**config.mk**
```make
export PLATFORM = sky130hd
export DESIGN_NAME = dma_engine
export DESIGN_NICKNAME = d
export VERILOG_FILES = /design/src/rtl/dma_pkg.sv /design/src/rtl/dma_regs.sv /design/src/rtl/dma_xfer.sv /design/src/rtl/dma_engine.sv
export SDC_FILE = /design/constraint.sdc
export NUM_CORES = 1
export LEC_CHECK = 0
export BUFFER_PORTS_ARGS = -buffer_cell sky130_fd_sc_hd__buf_2
export CAP_MARGIN = 10
export CORE_MARGIN = 2
export CORE_UTILIZATION = 40
export CTS_BUF_LIST = sky130_fd_sc_hd__clkbuf_8 sky130_fd_sc_hd__clkbuf_16
export DETAILED_ROUTE_END_ITERATION = 8
export PLACE_DENSITY = 0.7
export SLEW_MARGIN = 20
export SYNTH_ARGS = -nofsm -noshare
export SYNTH_HDL_FRONTEND = slang
export SYNTH_SLANG_ARGS = --single-unit
```
**constraint.sdc**
```tcl
create_clock -name clk -period 1.6 [get_ports clk]
set_input_delay 0.08 -clock clk [delete_from_list [all_inputs] [get_ports clk]]
set_output_delay 0.08 -clock clk [all_outputs]
set_load 0.05 [all_outputs]
```
**src/rtl/dma_pkg.sv**
```systemverilog
package dma_pkg;

    typedef enum logic [2:0] {
        XS_IDLE  = 3'd0,
        XS_REQ   = 3'd1,
        XS_SRC   = 3'd2,
        XS_DST   = 3'd3,
        XS_PAUSE = 3'd4
    } xfer_state_e;

    localparam logic [1:0] REG_BASE  = 2'd0;
    localparam logic [1:0] REG_COUNT = 2'd1;
    localparam logic [1:0] REG_CSR   = 2'd2;

    localparam int CSR_GO_BUSY = 0;
    localparam int CSR_DONE    = 1;
    localparam int CSR_DIR     = 2;

endpackage

```
**src/rtl/dma_regs.sv**
```systemverilog
module dma_regs
    import dma_pkg::*;
#(
    parameter int ADDR_W = 16,
    parameter int LEN_W  = 16,
    parameter int DATA_W = 32
) (
    input  logic              clk,
    input  logic              rst_n,
    input  logic              cfg_wr,
    input  logic [1:0]        cfg_addr,
    input  logic [DATA_W-1:0] cfg_wdata,
    output logic [DATA_W-1:0] cfg_rdata,
    input  logic              busy_i,
    input  logic              finish_i,
    output logic              start_o,
    output logic [ADDR_W-1:0] base_o,
    output logic [LEN_W-1:0]  count_o,
    output logic              dir_o
);

    typedef struct packed {
        logic [ADDR_W-1:0] base;
        logic [LEN_W-1:0]  count;
        logic              dir;
        logic              done;
    } regs_t;

    regs_t q, d;
    logic  csr_wr;
    logic  zero_go;
    logic  unused_wdata;

    assign unused_wdata = ^cfg_wdata;

    always_comb begin
        d       = q;
        start_o = 1'b0;
        zero_go = 1'b0;
        csr_wr  = cfg_wr && (cfg_addr == REG_CSR);
        if (cfg_wr && (cfg_addr == REG_BASE) && !busy_i)
            d.base = cfg_wdata[ADDR_W-1:0];
        if (cfg_wr && (cfg_addr == REG_COUNT) && !busy_i)
            d.count = cfg_wdata[LEN_W-1:0];
        if (csr_wr && !busy_i) begin
            d.dir = cfg_wdata[CSR_DIR];
            if (cfg_wdata[CSR_GO_BUSY]) begin
                if (q.count == '0) zero_go = 1'b1;
                else               start_o = 1'b1;
            end
        end
        if (csr_wr && cfg_wdata[CSR_DONE]) d.done = 1'b0;
        if (finish_i || zero_go)           d.done = 1'b1;
    end

    always_ff @(posedge clk) begin
        if (!rst_n) q <= '0;
        else        q <= d;
    end

    assign base_o  = q.base;
    assign count_o = q.count;
    assign dir_o   = d.dir;

    always_comb begin
        cfg_rdata = '0;
        case (cfg_addr)
            REG_BASE:  cfg_rdata = DATA_W'(q.base);
            REG_COUNT: cfg_rdata = DATA_W'(q.count);
            REG_CSR: begin
                cfg_rdata[CSR_GO_BUSY] = busy_i;
                cfg_rdata[CSR_DONE]    = q.done;
                cfg_rdata[CSR_DIR]     = q.dir;
            end
            default: cfg_rdata = '0;
        endcase
    end

    assert_base_locked_R8: assert property (@(posedge clk) disable iff (!rst_n)
        (busy_i && cfg_wr && cfg_addr == REG_BASE) |=> $stable(q.base));

    assert_count_locked_R8: assert property (@(posedge clk) disable iff (!rst_n)
        (busy_i && cfg_wr && cfg_addr == REG_COUNT) |=> $stable(q.count));

    assert_done_clear_R9: assert property (@(posedge clk) disable iff (!rst_n)
        (cfg_wr && cfg_addr == REG_CSR && cfg_wdata[CSR_DONE]
         && !cfg_wdata[CSR_GO_BUSY] && !finish_i) |=> !q.done);

    assert_zero_len_R7: assert property (@(posedge clk) disable iff (!rst_n)
        (cfg_wr && cfg_addr == REG_CSR && cfg_wdata[CSR_GO_BUSY]
         && !busy_i && q.count == '0) |=> (q.done && !busy_i));

endmodule

```
**src/rtl/dma_xfer.sv**
```systemverilog
module dma_xfer
    import dma_pkg::*;
#(
    parameter int ADDR_W = 16,
    parameter int LEN_W  = 16,
    parameter int DATA_W = 32
) (
    input  logic              clk,
    input  logic              rst_n,
    input  logic              start_i,
    input  logic [ADDR_W-1:0] start_addr_i,
    input  logic [LEN_W-1:0]  start_len_i,
    input  logic              start_dir_i,
    output logic              busy_o,
    output logic              finish_o,
    output logic              bus_req,
    input  logic              bus_gnt,
    output logic              mem_valid,
    output logic              mem_we,
    output logic [ADDR_W-1:0] mem_addr,
    output logic [DATA_W-1:0] mem_wdata,
    input  logic [DATA_W-1:0] mem_rdata,
    input  logic              mem_ready,
    output logic              dev_valid,
    output logic              dev_we,
    output logic [DATA_W-1:0] dev_wdata,
    input  logic [DATA_W-1:0] dev_rdata,
    input  logic              dev_ready
);

    typedef struct packed {
        xfer_state_e       st;
        logic [ADDR_W-1:0] addr;
        logic [LEN_W-1:0]  left;
        logic              dir;
        logic [DATA_W-1:0] hold;
    } xs_t;

    xs_t q, d;
    logic              src_ready;
    logic              dst_ready;
    logic [DATA_W-1:0] src_data;
    logic              in_src;
    logic              in_dst;

    always_comb begin
        d         = q;
        finish_o  = 1'b0;
        src_ready = q.dir ? mem_ready : dev_ready;
        dst_ready = q.dir ? dev_ready : mem_ready;
        src_data  = q.dir ? mem_rdata : dev_rdata;
        case (q.st)
            XS_IDLE: begin
                if (start_i) begin
                    d.st   = XS_REQ;
                    d.addr = start_addr_i;
                    d.left = start_len_i;
                    d.dir  = start_dir_i;
                end
            end
            XS_REQ: begin
                if (bus_gnt) d.st = XS_SRC;
            end
            XS_SRC: begin
                if (src_ready) begin
                    d.hold = src_data;
                    d.st   = XS_DST;
                end
            end
            XS_DST: begin
                if (dst_ready) begin
                    d.addr = q.addr + 1'b1;
                    d.left = q.left - 1'b1;
                    if (q.left == LEN_W'(1)) begin
                        finish_o = 1'b1;
                        d.st     = XS_IDLE;
                    end else if (!bus_gnt) begin
                        d.st = XS_PAUSE;
                    end else begin
                        d.st = XS_SRC;
                    end
                end
            end
            XS_PAUSE: d.st = XS_REQ;
            default:  d.st = XS_IDLE;
        endcase
    end

    always_ff @(posedge clk) begin
        if (!rst_n) q <= '0;
        else        q <= d;
    end

    assign in_src    = (q.st == XS_SRC);
    assign in_dst    = (q.st == XS_DST);
    assign busy_o    = (q.st != XS_IDLE);
    assign bus_req   = (q.st == XS_REQ) || in_src || in_dst;
    assign mem_valid = (in_src && q.dir) || (in_dst && !q.dir);
    assign mem_we    = in_dst && !q.dir;
    assign dev_valid = (in_src && !q.dir) || (in_dst && q.dir);
    assign dev_we    = in_dst && q.dir;
    assign mem_addr  = q.addr;
    assign mem_wdata = q.hold;
    assign dev_wdata = q.hold;

    assert_grant_first_R3: assert property (@(posedge clk) disable iff (!rst_n)
        $rose(mem_valid || dev_valid) |-> $past(bus_gnt));

    assert_nonzero_start_R7: assert property (@(posedge clk) disable iff (!rst_n)
        (start_i && !busy_o) |-> (start_len_i != '0));

    assert_addr_step_R6: assert property (@(posedge clk) disable iff (!rst_n)
        (in_dst && dst_ready) |=> (q.addr == $past(q.addr) + 1'b1)
                                  && (q.left == $past(q.left) - 1'b1));

    assert_release_R6: assert property (@(posedge clk) disable iff (!rst_n)
        finish_o |=> (!bus_req && !busy_o));

    assert_pause_R10: assert property (@(posedge clk) disable iff (!rst_n)
        (in_dst && dst_ready && !bus_gnt && !finish_o) |=> !bus_req);

    assert_mem_hold_R11: assert property (@(posedge clk) disable iff (!rst_n)
        (mem_valid && !mem_ready) |=> (mem_valid && $stable(mem_addr)
                                       && $stable(mem_we) && $stable(mem_wdata)));

    assert_dev_hold_R11: assert property (@(posedge clk) disable iff (!rst_n)
        (dev_valid && !dev_ready) |=> (dev_valid && $stable(dev_we)
                                       && $stable(dev_wdata)));

endmodule

```
**src/rtl/dma_engine.sv**
```systemverilog
module dma_engine
    import dma_pkg::*;
#(
    parameter int ADDR_W = 16,
    parameter int LEN_W  = 16,
    parameter int DATA_W = 32
) (
    input  logic              clk,
    input  logic              rst_n,
    input  logic              cfg_wr,
    input  logic [1:0]        cfg_addr,
    input  logic [DATA_W-1:0] cfg_wdata,
    output logic [DATA_W-1:0] cfg_rdata,
    output logic              bus_req,
    input  logic              bus_gnt,
    output logic              mem_valid,
    output logic              mem_we,
    output logic [ADDR_W-1:0] mem_addr,
    output logic [DATA_W-1:0] mem_wdata,
    input  logic [DATA_W-1:0] mem_rdata,
    input  logic              mem_ready,
    output logic              dev_valid,
    output logic              dev_we,
    output logic [DATA_W-1:0] dev_wdata,
    input  logic [DATA_W-1:0] dev_rdata,
    input  logic              dev_ready
);

    logic              busy;
    logic              finish;
    logic              start;
    logic [ADDR_W-1:0] base;
    logic [LEN_W-1:0]  count;
    logic              dir;

    dma_regs #(.ADDR_W(ADDR_W), .LEN_W(LEN_W), .DATA_W(DATA_W)) u_regs (
        .clk      (clk),
        .rst_n    (rst_n),
        .cfg_wr   (cfg_wr),
        .cfg_addr (cfg_addr),
        .cfg_wdata(cfg_wdata),
        .cfg_rdata(cfg_rdata),
        .busy_i   (busy),
        .finish_i (finish),
        .start_o  (start),
        .base_o   (base),
        .count_o  (count),
        .dir_o    (dir)
    );

    dma_xfer #(.ADDR_W(ADDR_W), .LEN_W(LEN_W), .DATA_W(DATA_W)) u_xfer (
        .clk         (clk),
        .rst_n       (rst_n),
        .start_i     (start),
        .start_addr_i(base),
        .start_len_i (count),
        .start_dir_i (dir),
        .busy_o      (busy),
        .finish_o    (finish),
        .bus_req     (bus_req),
        .bus_gnt     (bus_gnt),
        .mem_valid   (mem_valid),
        .mem_we      (mem_we),
        .mem_addr    (mem_addr),
        .mem_wdata   (mem_wdata),
        .mem_rdata   (mem_rdata),
        .mem_ready   (mem_ready),
        .dev_valid   (dev_valid),
        .dev_we      (dev_we),
        .dev_wdata   (dev_wdata),
        .dev_rdata   (dev_rdata),
        .dev_ready   (dev_ready)
    );

endmodule

```
Word-level counts from Yosys, hierarchy flattened. Cells that the tools add are included.

Output and inout port bits: 117. Register bits: 102. Input bits: 104.

Add/subtract/negate cells: 2. Eq/ne operators: 11. Reductions and logical operators: 28. Muxes and demuxes: 25.

Operator list (count): $pmux 32 s2 (1); $mux 36 (1); $mux 35 (1); $mux 32 (1); $pmux 13 s2 (1); $add 16x1->16 const B (1); $eq 16x1->1 const B (1); $logic_not 16->1 (1); $sub 16x1->16 const B (1); $pmux 3 s5 (1); $mux 1 (14); $mux 3 (4); $logic_and 1x1->1 (11); $pmux 3 s3 (1); $eq 3x2->1 const B (2); $logic_or 1x1->1 (5); $ne 2x1->1 const B (2); $ne 2x2->1 const B (2); $reduce_and 2->1 (2); $reduce_and 4->1 (1); $reduce_bool 2->1 (2); $eq 3x1->1 const B (1); $eq 3x3->1 const B (1); $logic_not 3->1 (1); other kinds (6) (7).

Longest topological paths before layout. Gate-level depths: netlist of the first run.

Depth in word-level cells: 6. Gate-level depth with buffers: 7. Depth with buffers taken out: 6.

By module. Synthesis of the first run repeated with hierarchy kept, for this count alone.

Cells, all modules: 779. Area, all modules: 6429.9 µm².

By module, submodules not included: dma_xfer (cells an instance 532, area each 4408.0 µm², seq. area each 1361.3 µm², times used 1); dma_regs (cells an instance 247, area each 2021.9 µm², seq. area each 680.7 µm², times used 1).

Least setup slack after synthesis of the first run. No wires, ideal clock.

Kind: register to output. From: register u_xfer.q[65] (netlist bit). To: output cfg_rdata[0]. Stages on the path, launching flop included: 6. Slack: -0.241 ns. Data required time: 1.520 ns. Path buffers: 1. Arrival time: 1.761 ns. Cell sequence: dfxtp_1 > buf_2 > nor3_4 > nand2_1 > o21ai_0 > o21ai_0.

Longest elaborated chain between the ends: 2.

RTL lines: start: declaration (RTL line dma_xfer.sv:39) `xs_t q, d;`; start signal: assignment (RTL line dma_xfer.sv:90) `if (!rst_n) q <= '0;`; start signal: assignment (RTL line dma_xfer.sv:91) `else q <= d;`; $reduce_bool 3->1 (RTL line dma_xfer.sv:96) `assign busy_o = (q.st != XS_IDLE);`; $pmux 3 s3 (RTL line dma_regs.sv:67) `case (cfg_addr)`; end: declaration (RTL line dma_engine.sv:13) `output logic [DATA_W-1:0] cfg_rdata,`.

No other way between the ends.

Worst setup path after layout of the first run.
From: register u_regs.q (netlist bit u_regs.count_o[3]). To: register u_xfer.q (netlist bit u_xfer.mem_addr[8]).

Longest elaborated chain between the ends: 6.

RTL lines: start: declaration (RTL line dma_regs.sv:29) `regs_t q, d;`; start signal: assignment (RTL line dma_regs.sv:57) `if (!rst_n) q <= '0;`; start signal: assignment (RTL line dma_regs.sv:58) `else q <= d;`; $logic_not 16->1 (RTL line dma_regs.sv:48) `if (q.count == '0) zero_go = 1'b1;`; $mux 1 (RTL line dma_regs.sv:48); $mux 1 (RTL line dma_regs.sv:47) `if (cfg_wdata[CSR_GO_BUSY]) begin`; $mux 1 (RTL line dma_regs.sv:45) `if (csr_wr && !busy_i) begin`; $ne 2x2->1 (no line); $reduce_and 3->1 (no line).

No other way between the ends. A chain may end at the register's enable or synchronous reset.

==> results of run 1 <==
placed cells by master (no fill, tap or decap), drive strengths merged, types with 3 or more instances in the layout:
cell         Yosys  routed
a211oi          33      33
a21oi           48      48
a22oi            5       5
a31oi           10      10
a32oi            5       5
and2             8       8
and3             6       6
and4             3       3
buf            122     305
clkbuf          18      15
conb             1      16
dfxtp          102     102
dlygate4sd3      0      15
ha               3       3
inv              8      12
mux2             3       3
mux2i           71      71
nand2           59      59
nand3           12      12
nand4            7       7
nor2            95      95
nor3            13      13
nor4            11      11
o211ai           4       4
o21ai           29      29
or4              3       3
xnor2            3       3
what timing repair did:
| action | in CTS | in global routing |
|---|---|---|
| gates resized for setup | 69 | 60 |
| hold buffers | 15 | 0 |
| gates cloned | 1 | 7 |
| pin swaps | 36 | 39 |
| setup buffers | 12 | 6 |
| endpoints found under the setup margin | 42 | 83 |
| endpoints found under the hold margin | 25 | 0 |
power by group through the flow:
stage / clock network (uW) / registers [uW] / logic [uW]
2_1_floorplan: 0 / 2660 / 481
3_3_place_gp: 0 / 2660 / 773
3_5_place_dp: 0 / 2660 / 778
4_1_cts: 2380 / 2610 / 882
5_1_grt: 2490 / 2610 / 995
6_report: 2350 / 2610 / 936
routing by layer:
layer	up-vias	GRT usage (%)	wire, um
met3	33	5.95	1490
li1	2870	-	-
met4	2	6.33	284
met1	2836	27.7	7820
met5	-	0	13
met2	270	39.0	9600
registers in the layout (all words and copies together), names as in the netlist:
name	cells
u_regs.count_o	16
u_regs.base_o	16
u_regs.q	2
u_xfer.dev_wdata	32
u_xfer.mem_addr	16
u_xfer.q	20
kinds of logic after synthesis:
family	Yosys count	synth area share (%)
simple gates	232	18.9
compound gates	154	16.7
buf+inv	148	16.3
flops	102	34.3
mux	74	12.6
fa+ha+maj	3	0.631
xor+xnor	3	0.442
other cells	1	0.0630
through the flow:
stage	TNS, ns	utilization, %	hold WS (ns)	instances
6_report	-4.76	57.2	0.00982	1117
5_1_grt	-10.43	57.2	0.0115	1117
4_1_cts	-2.15	54.6	0.000796	1105
3_5_place_dp	-3.52	49.1	0.344	1062
3_3_place_gp	-3.37	49.1	0.332	1062
2_1_floorplan	-0.307	-	0.216	732
worst max-delay path: stages, from the launching register on:
cell,delay [ns]
dfxtp_1,0.33
nor4_2,0.35
nand4_1,0.31
buf_4,0.25
a32o_1,0.25
a21oi_1,0.12
nor3_1,0.06
worst max-delay path by stage:
| stage | from | slack [ns] | endpoint |
|---|---|---|---|
| 2_1_floorplan | cfg_addr[0] | -0.13 | cfg_rdata[1] |
| 3_3_place_gp | u_regs.count_o[0]$_SDFFE_PN0P_ | -0.19 | u_xfer.mem_addr[7]$_SDFFE_PN0P_ |
| 4_1_cts | u_xfer.q[45]$_SDFFE_PN0P_ | -0.13 | u_regs.q[0]$_SDFFE_PN0P_ |
| 6_report | u_regs.count_o[3]$_SDFFE_PN0P_ | -0.20 | u_xfer.mem_addr[8]$_SDFFE_PN0P_ |
| 5_1_grt | u_regs.count_o[10]$_SDFFE_PN0P_ | -0.29 | u_xfer.q[47]$_SDFFE_PN0P_ |
| 3_5_place_dp | u_regs.count_o[0]$_SDFFE_PN0P_ | -0.23 | u_xfer.mem_addr[5]$_SDFFE_PN0P_ |
area by class of cell:
class / instances / area share (%)
Clock buffer: 10 / 2.88
Clock inverter: 6 / 0.904
Inverter: 8 / 0.362
Multi-Input combinational cell: 482 / 40.4
Sequential cell: 102 / 24.9
Tap cell: 184 / 2.77
Timing Repair Buffer: 325 / 27.9
==> results.md, run 1 <==
* Status: finished, violations left
* Failing checks: negative setup slack
* Int Power at 4270 uW
* Worst R2R Path Depth at 6
* DRC viols at 0
* P_sw at 1620 uW
* Top_reg_cell synth: dfxtp_1
* Clock Latency Late Sink at 0.36 ns
* All-layer global routing usage at 22.6%
* Sequential power share at 44.3%
* Leakage at 0.00364 uW
* Largest net degree at the start of global routing at 76
* Max-Cap Viols at 0
* Clock group share of total power at 39.9%
* CP startpoint kind: flop
* First-pass GRT wire length at 29000 um
* Cell Area, Synth at 5950 um2
* Area occupied by multi-input gates at 3350 um2
* RSZ-0062 raised after global routing: true
* Routed vias/inst at 5.38
* N_diodes at 0
* Share of the synthesized area in the top cell type at 34.3%
* Maximum clock frequency at 555 MHz
* Element type at the critical path end: flop
* Gate power share at 15.9%
* Die height at 126 um
* CTS tree: done
* Post-route cell area at 8310 um2
* CTS max path bufs at 2
* Area grow syn2layout at 39.6%
* Worst Hold Class: primary input to flop
* DR iter-0 viols at 420
* Total CTS buffers at 9
* Worst IR Drop VDD at 0.564 mV
* Layout cells sized above 1 at 44.9%
* Initial core utilization at 40.9%
* Cell with the most instances after synthesis: dfxtp_1
* Total power at 5890 uW
* Die ar. at 15900 um2
* Worst clock skew at 0.00894 ns
* CTS Sinks at 102
* Hold path start: cfg_wdata[0]
* FILL cells at 1296
* Register area share after synthesis at 34.3%
* Count of final setup violators at 54
* Floorplan core area at 14500 um2
* Place WS at -0.229 ns
* Commonest cells post-synth: dfxtp_1, buf_4, nor2_1
* Largest cells by area after synthesis: dfxtp_1, buf_4, mux2i_1
* Hold path depth at 3
* Crit path required time at 1.83 ns
* Clk pin slew, worst setup/hold paths at 0.08 ns
* Via Count at 6011
* Crit Path Category: flop to flop
* Seq. cell area at 2060 um2
* DR WL/cell at 17.2 um
* FF-to-FF setup slack at -0.20 ns
* DP HPWL at 13200 um
* # rows at 44
* Final #Nets at 1035
* PwrDens at 709 nW/um2
* Top fanout value on the critical path at 4
* DRT Pass-1 Iters at 6
* Syn avg cell area at 8.30 um2
* Total Wirelength at 19200 um
* GPL Wtd Cong at 0.906
* Net Sw Frac at 27.5%
* Final period util at 113%
* Final worst slack at -0.202 ns
* Cell Area, Placed at 7130 um2
* I/O pin total at 221
* Post-synth EDFFs at 0
* Post-synthesis register bit count at 102
* Capture point of the worst reg-to-reg path: u_xfer.mem_addr[8]$_SDFFE_PN0P_
* Critical Path AT at 2.03 ns
* Yosys cell types at 63
* Post-DRT Antenna Nets at 0
* Htree depth at 3
* Async SR Flop Fraction at 0%
* Largest area contributor in the netlist: dfxtp_1
* PortBufs at 188
* Number of global-route vias before repair at 5628
* Endpoint, Worst Hold: u_regs.base_o[0]$_SDFFE_PN0P_
* Worst reg2reg startpoint: u_regs.count_o[3]$_SDFFE_PN0P_
* Syn Inst Count at 717
* Root buffer cell: clkbuf_16
* Die Wd at 126 um
* Final Hold Fails at 0
* Grt ovf at 0
* Synth Warn # at 0
* Fin crit period at 1.80 ns
* Pins Over Slew Limit at 0
* Antenna violations before repair at 1
No activity file was read; power rests on OpenSTA's default activity.
==> run 2: changes to the inputs <==
--- a/config.mk
+++ b/config.mk
@@ -5,13 +5,14 @@
 export SDC_FILE = /design/constraint.sdc
 export NUM_CORES = 1
 export LEC_CHECK = 0
+export ABC_AREA = 1
 export BUFFER_PORTS_ARGS = -buffer_cell sky130_fd_sc_hd__buf_2
 export CAP_MARGIN = 10
 export CORE_MARGIN = 2
 export CORE_UTILIZATION = 40
 export CTS_BUF_LIST = sky130_fd_sc_hd__clkbuf_8 sky130_fd_sc_hd__clkbuf_16
 export DETAILED_ROUTE_END_ITERATION = 8
-export PLACE_DENSITY = 0.7
+export PLACE_DENSITY = 0.69
 export SLEW_MARGIN = 20
 export SYNTH_ARGS = -nofsm -noshare
 export SYNTH_HDL_FRONTEND = slang
==> results.md, run 2 <==
* Status: finished, violations left
* Failing checks: negative setup slack
* Worst clock skew at 0.00764 ns
* Die height at 127 um
* Largest cells by area after synthesis: dfxtp_1, nand2_1, buf_4
* Via Count at 6660
* Synth Warn # at 0
* Routed vias/inst at 5.03
* CTS max path bufs at 2
* Syn avg cell area at 6.48 um2
* Max reg flops at 32
* Total Wirelength at 19700 um
* Total CTS buffers at 9
* Final worst slack at -0.0956 ns
* Crit path required time at 1.52 ns
* Final Hold Fails at 0
* I/O pin total at 221
* RSZ-0062 raised after global routing: true
* Die ar. at 16100 um2
* Cell Area, Placed at 6840 um2
* Die Wd at 127 um
* Async SR Flop Fraction at 0%
* Max-Cap Viols at 0
* Antenna violations before repair at 0
* Largest area contributor in the netlist: dfxtp_1
* Top fanout value on the critical path at 4
* All-layer global routing usage at 23.3%
* Share of the synthesized area in the top cell type at 33.8%
* Worst Max-Slew Pin Slew at 0.619 ns
* Total power at 8870 uW
* DR WL/cell at 14.9 um
* Post-DRT Antenna Nets at 0
* Root buffer cell: clkbuf_16
* GPL Wtd Cong at 0.892
* Element type at the critical path end: output port
* DR iter-0 viols at 465
* CTS Sinks at 102
* Top_reg_cell synth: dfxtp_1
* Final #Nets at 1243
* PortBufs at 188
* Crit Path Category: flop to output port
* Commonest non-fill, non-tap cell in the layout: nand2_1
* DRT Pass-1 Iters at 5
* PwrDens at 1090 nW/um2
* Cell with the most instances after synthesis: nand2_1
* Initial core utilization at 41.2%
* Count of final setup violators at 40
* Commonest cells post-synth: nand2_1, dfxtp_1, nor2_1
* # rows at 44
* Leakage at 0.00384 uW
* Register area share after synthesis at 33.8%
* Yosys cell types at 32
* Post-synthesis register bit count at 102
* Pins Over Slew Limit at 0
* N_diodes at 0
* DP HPWL at 12900 um
* Hold_ws at 0.00558 ns
* Commonest cells after routing, fill and taps aside: nand2_1, buf_2, dfxtp_1
* Grt ovf at 0
* Fin crit period at 1.70 ns
* Largest net degree at the start of global routing at 41
* Floorplan core area at 14600 um2
* Worst IR Drop VDD at 0.601 mV
* DRC viols at 0
* Layout cells sized above 1 at 26.4%
* Relative slew slack at 58.7%
* Htree depth at 3
* FF-to-FF setup slack at -0.06 ns
* Clock Latency Late Sink at 0.35 ns
* Maximum clock frequency at 590 MHz
* Worst Hold Class: primary input to flop
* FILL cells at 1359
* Critical Path AT at 1.62 ns
* Area grow syn2layout at 34.3%
* Post-synth EDFFs at 0
* Post-route cell area at 8110 um2
* Syn Inst Count at 932
* CTS tree: done
* CP startpoint kind: flop
* Clk pin slew, worst setup/hold paths at 0.07 ns
* First-pass GRT wire length at 30400 um
* Cell Area, Synth at 6040 um2
* Number of global-route vias before repair at 6005
* Final Util at 55.4%
* Final period util at 106%
## run 2: cell count changes after synthesis, sizes merged, moves of 6 or more
cell / previous run / this run
and2: 8 / 0
and3: 6 / 0
a211oi: 33 / 0
inv: 8 / 75
buf: 122 / 114
nor3: 13 / 7
clkbuf: 18 / 24
nand2: 59 / 239
mux2i: 71 / 0
nand3: 12 / 49
o21ai: 29 / 101
nor4: 11 / 0
nor2: 95 / 104
a31oi: 10 / 32
## run 2: worst paths after layout
path,from,endpoint,cells after the start
setup / recovery,u_xfer.q[65]$_SDFFE_PN0P_,dev_valid,7
hold / removal,cfg_wdata[4],u_regs.count_o[4]$_SDFFE_PN0P_,3
setup reg to reg,u_xfer.q[32]$_SDFFE_PN0P_,u_xfer.dev_wdata[15]$_SDFFE_PN0P_,6
hold reg to reg,u_regs.base_o[3]$_SDFFE_PN0P_,u_regs.base_o[3]$_SDFFE_PN0P_,2
## run 2: timing repair
item,in CTS,in global routing
gates cloned,0,1
endpoints found under the hold margin,42,0
setup buffers,6,2
pin swaps,2,1
endpoints found under the setup margin,43,81
gates resized for setup,20,40
hold buffers,70,0
## run 2: cell type report
class	count	area [um2]	share of cell area, %
repair buffers	316	2240	27.6
flip-flops and latches	102	2040	25.2
clock inverters	7	88.8	1.10
inverters	76	293	3.61
clock buffers	9	225	2.78
multi-input cells	631	2990	36.9
well taps	184	230	2.84
## run 2: stage by stage
stage | setup TNS [ns] | setup slack [ns] | cells
floorplan | -1.07 | -0.237 | 947
global placement | -0.00232 | -0.00232 | 1230
detailed placement | -0.687 | -0.0382 | 1230
CTS | -0.160 | -0.0657 | 1322
global route | -5.40 | -0.169 | 1325
finish | -1.70 | -0.0956 | 1325
## run 2: cells by family after synthesis
family | after synthesis | synth area share [%]
and+or+nand+nor | 405 | 27.0
buffers and inverters | 214 | 19.6
AOI/OAI and AO/OA | 202 | 18.1
DFF | 102 | 33.8
xor gates and xnor gates | 5 | 0.725
adders and majority gates | 3 | 0.622
other | 1 | 0.0621
## run 2: routing by layer
layer / wire length (um) / track usage [%]
met5: 0 / 0
met4: 588 / 9.37
met3: 1320 / 4.26
met2: 9480 / 39.2
met1: 8320 / 29.6
## run 2: worst max-delay path, stage by stage, from the launching register on
cell and delay [ns]:
dfxtp_2 0.35, buf_6 0.12, inv_6 0.04, nor3_4 0.21, inv_2 0.11, nor2_4 0.13, o21bai_4 0.15, buf_8 0.16
## run 2: report_power, final
| part | total, uW | leakage, uW | internal, uW | switching (uW) |
|---|---|---|---|---|
| Combinational | 3610 | 0.00286 | 1310 | 2290 |
| Clock | 2350 | 0.000152 | 1260 | 1090 |
| Sequential | 2920 | 0.000827 | 2750 | 172 |
